### config.mk
export PLATFORM = sky130hd
export DESIGN_NAME = osd_attr_sel
export DESIGN_NICKNAME = d
export VERILOG_FILES = /design/src/rtl/osd_attr_pkg.sv /design/src/rtl/osd_color_sel.sv /design/src/rtl/osd_axis_scale.sv /design/src/rtl/osd_attr_sel.sv
export SDC_FILE = /design/constraint.sdc
export NUM_CORES = 1
export LEC_CHECK = 0
export ABC_AREA = 1
export BUFFER_PORTS_ARGS = -buffer_cell sky130_fd_sc_hd__buf_2
export CORE_MARGIN = 2
export CORE_UTILIZATION = 30
export DETAILED_ROUTE_END_ITERATION = 8
export SETUP_SLACK_MARGIN = 0.4
export SYNTH_ARGS = -nofsm -noshare
export SYNTH_HDL_FRONTEND = slang
export SYNTH_SLANG_ARGS = --single-unit
export TNS_END_PERCENT = 50
### constraint.sdc
create_clock -name clk -period 0.8 [get_ports clk]
set_clock_uncertainty 0.1 [all_clocks]
set_input_delay 0.04 -clock clk [delete_from_list [all_inputs] [get_ports clk]]
set_output_delay 0.04 -clock clk [all_outputs]
set_load 0.02 [all_outputs]
### src/rtl/osd_attr_pkg.sv
package osd_attr_pkg;

    localparam int RGB_W = 3;

    typedef logic [RGB_W-1:0] rgb_t;

    // Palette slot, ordered {extra_select, char_select}
    typedef enum logic [1:0] {
        SLOT_C1 = 2'd0,
        SLOT_C2 = 2'd1,
        SLOT_C3 = 2'd2,
        SLOT_C4 = 2'd3
    } pal_slot_e;

    // Row control byte layout; packed order matches bit 7 down to bit 0
    typedef struct packed {
        rgb_t hi_color;   // bits 7..5
        rgb_t lo_color;   // bits 4..2
        logic dbl_h;      // bit 1
        logic dbl_w;      // bit 0
    } row_ctl_t;

    function automatic pal_slot_e make_slot(input logic extra, input logic chr_sel);
        return pal_slot_e'({extra, chr_sel});
    endfunction

    function automatic logic window_extra(input logic hit, input logic en, input logic xsel);
        return hit & en & xsel;
    endfunction

endpackage

### src/rtl/osd_color_sel.sv
module osd_color_sel
    import osd_attr_pkg::*;
(
    input  row_ctl_t  pal_a,
    input  row_ctl_t  pal_b,
    input  logic      chr_sel,
    input  logic      win_hit,
    input  logic      win_en,
    input  logic      win_xsel,
    output pal_slot_e slot,
    output rgb_t      color
);

    logic extra;

    always_comb begin
        extra = window_extra(win_hit, win_en, win_xsel);
        slot  = make_slot(extra, chr_sel);
        unique case (slot)
            SLOT_C1: color = pal_a.hi_color;
            SLOT_C2: color = pal_a.lo_color;
            SLOT_C3: color = pal_b.hi_color;
            SLOT_C4: color = pal_b.lo_color;
            default: color = '0;
        endcase
    end

endmodule

### src/rtl/osd_axis_scale.sv
module osd_axis_scale #(
    parameter int W = 4
) (
    input  logic [W-1:0] raw,
    input  logic         dbl,
    output logic [W-1:0] idx
);

    generate
        if (W > 1) begin : g_wide
            always_comb idx = dbl ? {1'b0, raw[W-1:1]} : raw;
        end else begin : g_narrow
            always_comb idx = dbl ? 1'b0 : raw;
        end
    endgenerate

endmodule

### src/rtl/osd_attr_sel.sv
module osd_attr_sel
    import osd_attr_pkg::*;
#(
    parameter int DISP_W = 8,
    parameter int LINE_W = 5,
    parameter int DOT_W  = 4,
    localparam int CODE_W = DISP_W - 1
) (
    input  logic              clk,
    input  logic              rst,
    input  logic              pix_valid,
    input  logic [DISP_W-1:0] disp_byte,
    input  logic [7:0]        row_ctl_a,
    input  logic [7:0]        row_ctl_b,
    input  logic              win_hit,
    input  logic              win_en,
    input  logic              win_xsel,
    input  logic [LINE_W-1:0] scan_line,
    input  logic [DOT_W-1:0]  dot_cnt,
    input  logic              glyph_bit,
    output logic [CODE_W-1:0] rom_code,
    output logic [LINE_W-1:0] glyph_row,
    output logic [DOT_W-1:0]  glyph_col,
    output logic [RGB_W-1:0]  fg_rgb,
    output logic              fg_valid
);

    row_ctl_t    ctl_a;
    row_ctl_t    ctl_b;
    pal_slot_e   slot;
    rgb_t        pick_color;
    logic [LINE_W-1:0] row_idx;
    logic [DOT_W-1:0]  col_idx;
    logic        visible;

    assign ctl_a   = row_ctl_t'(row_ctl_a);
    assign ctl_b   = row_ctl_t'(row_ctl_b);
    assign visible = pix_valid & glyph_bit;

    osd_color_sel u_color (
        .pal_a    (ctl_a),
        .pal_b    (ctl_b),
        .chr_sel  (disp_byte[DISP_W-1]),
        .win_hit  (win_hit),
        .win_en   (win_en),
        .win_xsel (win_xsel),
        .slot     (slot),
        .color    (pick_color)
    );

    osd_axis_scale #(.W(LINE_W)) u_line_scale (
        .raw (scan_line),
        .dbl (ctl_a.dbl_h),
        .idx (row_idx)
    );

    osd_axis_scale #(.W(DOT_W)) u_dot_scale (
        .raw (dot_cnt),
        .dbl (ctl_a.dbl_w),
        .idx (col_idx)
    );

    always_ff @(posedge clk) begin
        if (rst) begin
            rom_code  <= '0;
            glyph_row <= '0;
            glyph_col <= '0;
            fg_rgb    <= '0;
            fg_valid  <= 1'b0;
        end else begin
            rom_code  <= disp_byte[CODE_W-1:0];
            glyph_row <= row_idx;
            glyph_col <= col_idx;
            fg_rgb    <= visible ? pick_color : '0;
            fg_valid  <= visible;
        end
    end

endmodule

# Word level (Yosys, flattened, before mapping)
# Cells that the tools add are included.
word_totals:
  ff_bits: 20
  in_bits: 40
  out_inout_bits: 20
  word_cells: 21
op_classes:
  n_eq_ne: 3
  mux: 3
  bitwise: 4
  reduce_logical: 4
op_table:
  columns: ["op", "count"]
  rows:
  - ["one-hot mux 3 bit (4 select lines)", 1]
  - ["OR reduction 2 bit", 3]
  - ["== test 2 bit, second input constant", 2]
  - ["2-to-1 mux 4 bit", 1]
  - ["bitwise AND 1 bit", 3]
  - ["2-to-1 mux 3 bit", 1]
  - ["== test 2 x 1 -> 1 bit, second input constant", 1]
  - ["zero test 2 bit", 1]
  - ["inverter 1 bit", 1]

# Logic depth before layout (Yosys ltp)
depth:
  depth_word: 4
  mapped_depth: 6
  depth_no_buf: 6

# Hierarchy
# From an unflattened synthesis, not the netlist that was laid out.
hier_totals:
  hier_cells: 114
  area_unflattened_um2: 817.0
by_module_without_submodules:
  columns: ["module", "n_inst", "cells_per_inst", "area_per_inst_um2", "seq_area_each_um2"]
  rows:
  - ["osd_attr_sel", 1, 63, 586.8, 400.4]
  - ["osd_color_sel", 1, 24, 128.9, 0.0]
  - ["osd_axis_scale at u_line_scale", 1, 15, 56.3, 0.0]
  - ["osd_axis_scale at u_dot_scale", 1, 12, 45.0, 0.0]

# Least setup slack after synthesis
# Ideal clock, no wire load.
synth_path:
  path_kind: "input -> register"
  start: "input port rst"
  end: "register rom_code[0]"
  setup_ps: 117
  arrival_ps: 449
  required_ps: 583
  path_slack_ps: 133
  stages: 3
  path_buffers: 2
  cell_sequence: "buf_2 -> buf_2 -> nor2_1"
synth_rtl:
  columns: ["element", "line_no", "source"]
  rows:
  - ["from (decl)", "osd_attr_sel.sv:10", "input logic rst,"]
  - ["to (signal assigned)", "osd_attr_sel.sv:71", "rom_code <= disp_byte[CODE_W-1:0];"]
  - ["to (decl)", "osd_attr_sel.sv:21", "output logic [CODE_W-1:0] rom_code,"]
# No word-level cell between the ends.

# Worst setup path in the final report
layout_path:
  start: "register fg_rgb[1]"
  end: "output port fg_rgb[1]"
layout_rtl:
  columns: ["element", "line_no", "source"]
  rows:
  - ["from (decl)", "osd_attr_sel.sv:24", "output logic [RGB_W-1:0] fg_rgb,"]
  - ["from (signal assigned)", "osd_attr_sel.sv:74", "fg_rgb <= visible ? pick_color : '0;"]
# No word-level cell between the ends.

==> flow_metrics.tcl <==
set metrics [dict create \
    outcome "complete, but fails checks" \
    violations "hold timing, setup timing" \
    clock_sinks 20 \
    initial_utilization_pct 32.3 \
    synth.area.top_cells "dfxtp_1, nand2_1, nor2_1" \
    area_growth_pct 83.3 \
    crit_required_ns 0.66 \
    io_buffers 57 \
    period_needed_ns 0.899 \
    power_density_nw_per_um2 1480 \
    setup_slack_ns -0.0991 \
    fmax_ghz 1.11 \
    antenna_found_initial 0 \
    grt_overflow_total 0 \
    yosysWarnings 0 \
    grt_first_pass_wirelength_um 2580 \
    max-vdd-ir-drop_mv 0.928 \
    yosys.area.top_type "dfxtp_1" \
    die_h_um 53.5 \
    layout.nets 193 \
    post-route-period-util_pct 112 \
    syn_nets 132 \
    die_w_um 53.5 \
    start_kind "flip-flop" \
    clk_pin_slew_ns 0.10 \
    grt_pass1_vias 711 \
    io_pins 60 \
    avgSynthCellArea_um2 8.00 \
    first_pass_iters 4 \
    worstPathCellList "buf_6" \
    slowest_stage "dfxtp_4" \
    wl_um 1750 \
    diodes 0 \
    grt_setup_unrepaired "true" \
    dp_cells 176 \
    final_cell_mix "buf_2, buf_6, nand2_1, dfxtp_2" \
    via_per_inst 4.33 \
    p_int_mw 1.48 \
    worst-path-max-fanout 1 \
    critPathKind "reg2out" \
    crit_path_end_kind "primary output" \
    cp.arrival_ns 0.76 \
    grt_usage_pct 12.5 \
    fin_tns_setup_ns -1.59 \
    design_area_um2 1350 \
    detailed_place_hpwl_um 1310 \
    switching_power_mw 0.517 \
    synth-seq-cells 20 \
    p_seq_share_pct 53.5 \
    drive_gt1_share_pct 65.8 \
    yosys.area.top_type_share_pct 54.4 \
    route.detailed.drc 0 \
    combPwrFrac_pct 23.1 \
    power_switching_share_pct 25.9 \
    cts_max_level 1 \
    final_common_cell "buf_2" \
    power.total_mw 2.00 \
    yosysUniqueCellTypes 16 \
    numCtsBuffers 3 \
    coreArea_um2 2280 \
    hp-class "in2reg" \
    slowest_delay_ns 0.35 \
    p_clk_share_pct 23.3 \
    root_buffer "clkbuf_4" \
    grt_max_degree 13 \
    num_rows 17 \
    wire_per_inst_um 9.72 \
    final_hold_viol_count 20 \
    holdWs_ns -0.152 \
    syn_area_um2 736 \
    drv_cap 0 \
    gp_congestion 0.695 \
    synth_cells 92 \
    p_leak_nw 0.670 \
    post-route-util_pct 59.3 \
    placed_cell_area_um2 1110 \
    cp_top_family "flip-flops" \
    num_vias 780 \
    slew_headroom_pct 89.4 \
    cts_buffer_depth 2 \
    first_iter_violations 5 \
    cts_tree "built" \
    pre_cts_ws_ns 0.00907 \
    drv_slew 0 \
    final_cells 180 \
    ant_nets 0 \
    ys_seq_area_share_pct 54.4 \
    tightest_slew_ns 0.158 \
    path_buf_inv 1 \
    die_area_um2 2860 \
    setup_viol 20 \
]
[cells in the mapped netlist]
cell / number
dfxtp_1: 20
nand2_1: 19
nor2_1: 14
inv_1: 13
a21oi_1: 6
nand3_1: 4
o21ai_0: 3
a211oi_1: 2
buf_2: 2
nor2_4: 2
nor3_1: 2
inv_2: 1
nand2_2: 1
nand3_4: 1
nor2_2: 1
o22ai_1: 1
[logic make-up after synthesis]
kind of cell / after synthesis / synth area share [%]
flip-flops: 20 / 54.4
AO/OA/AOI/OAI: 12 / 9.01
AND/OR/NAND/NOR: 44 / 28.1
buffers and inverters: 16 / 8.50
[registers in the layout, indices dropped and copies added, names as in the netlist]
signal and cells:
fg_valid 1, fg_rgb 3, rom_code 7, glyph_col 4
glyph_row 5
[area by class of cell]
type,instances,area (um2)
Sequential cell,20,438
Tap cell,28,35.0
Inverter,14,57.6
Fill cell,231,927
Clock buffer,4,26.3
Timing Repair Buffer,58,462
Multi-Input combinational cell,56,330
[repair_timing]
item                                   CTS  global route
resized for setup                       62             9
pin swaps                               10            10
endpoints found under the hold margin   20            20
cloned                                   0             0
setup buffers                            0             0
setup endpoints to repair               23            24
[per-layer routing]
| metal | part of all wire (%) | track usage, % | up-vias |
|---|---|---|---|
| met4 | 1.3 | 5.13 | 0 |
| met3 | 9.1 | 4.24 | 2 |
| li1 | - | - | 404 |
| met1 | 36 | 11.5 | 336 |
| met5 | 0 | 0 | - |
| met2 | 54 | 24.5 | 38 |
[final timing paths]
check | startpoint | end | slack, ns | depth (start not counted)
max | fg_rgb[1]$_SDFF_PP0_ | fg_rgb[1] | -0.1 | 1
min | disp_byte[0] | rom_code[0]$_SDFF_PP0_ | -0.15 | 3
[power groups by stage]
stage	Combinational, mW	Sequential [mW]	Clock, mW
5_1_grt	0.505	1.07	0.553
2_1_floorplan	0.134	1.14	0
3_3_place_gp	0.364	1.07	0
6_report	0.462	1.07	0.466
3_5_place_dp	0.371	1.07	0
4_1_cts	0.451	1.07	0.493
No activity file was read; power rests on OpenSTA's default activity.
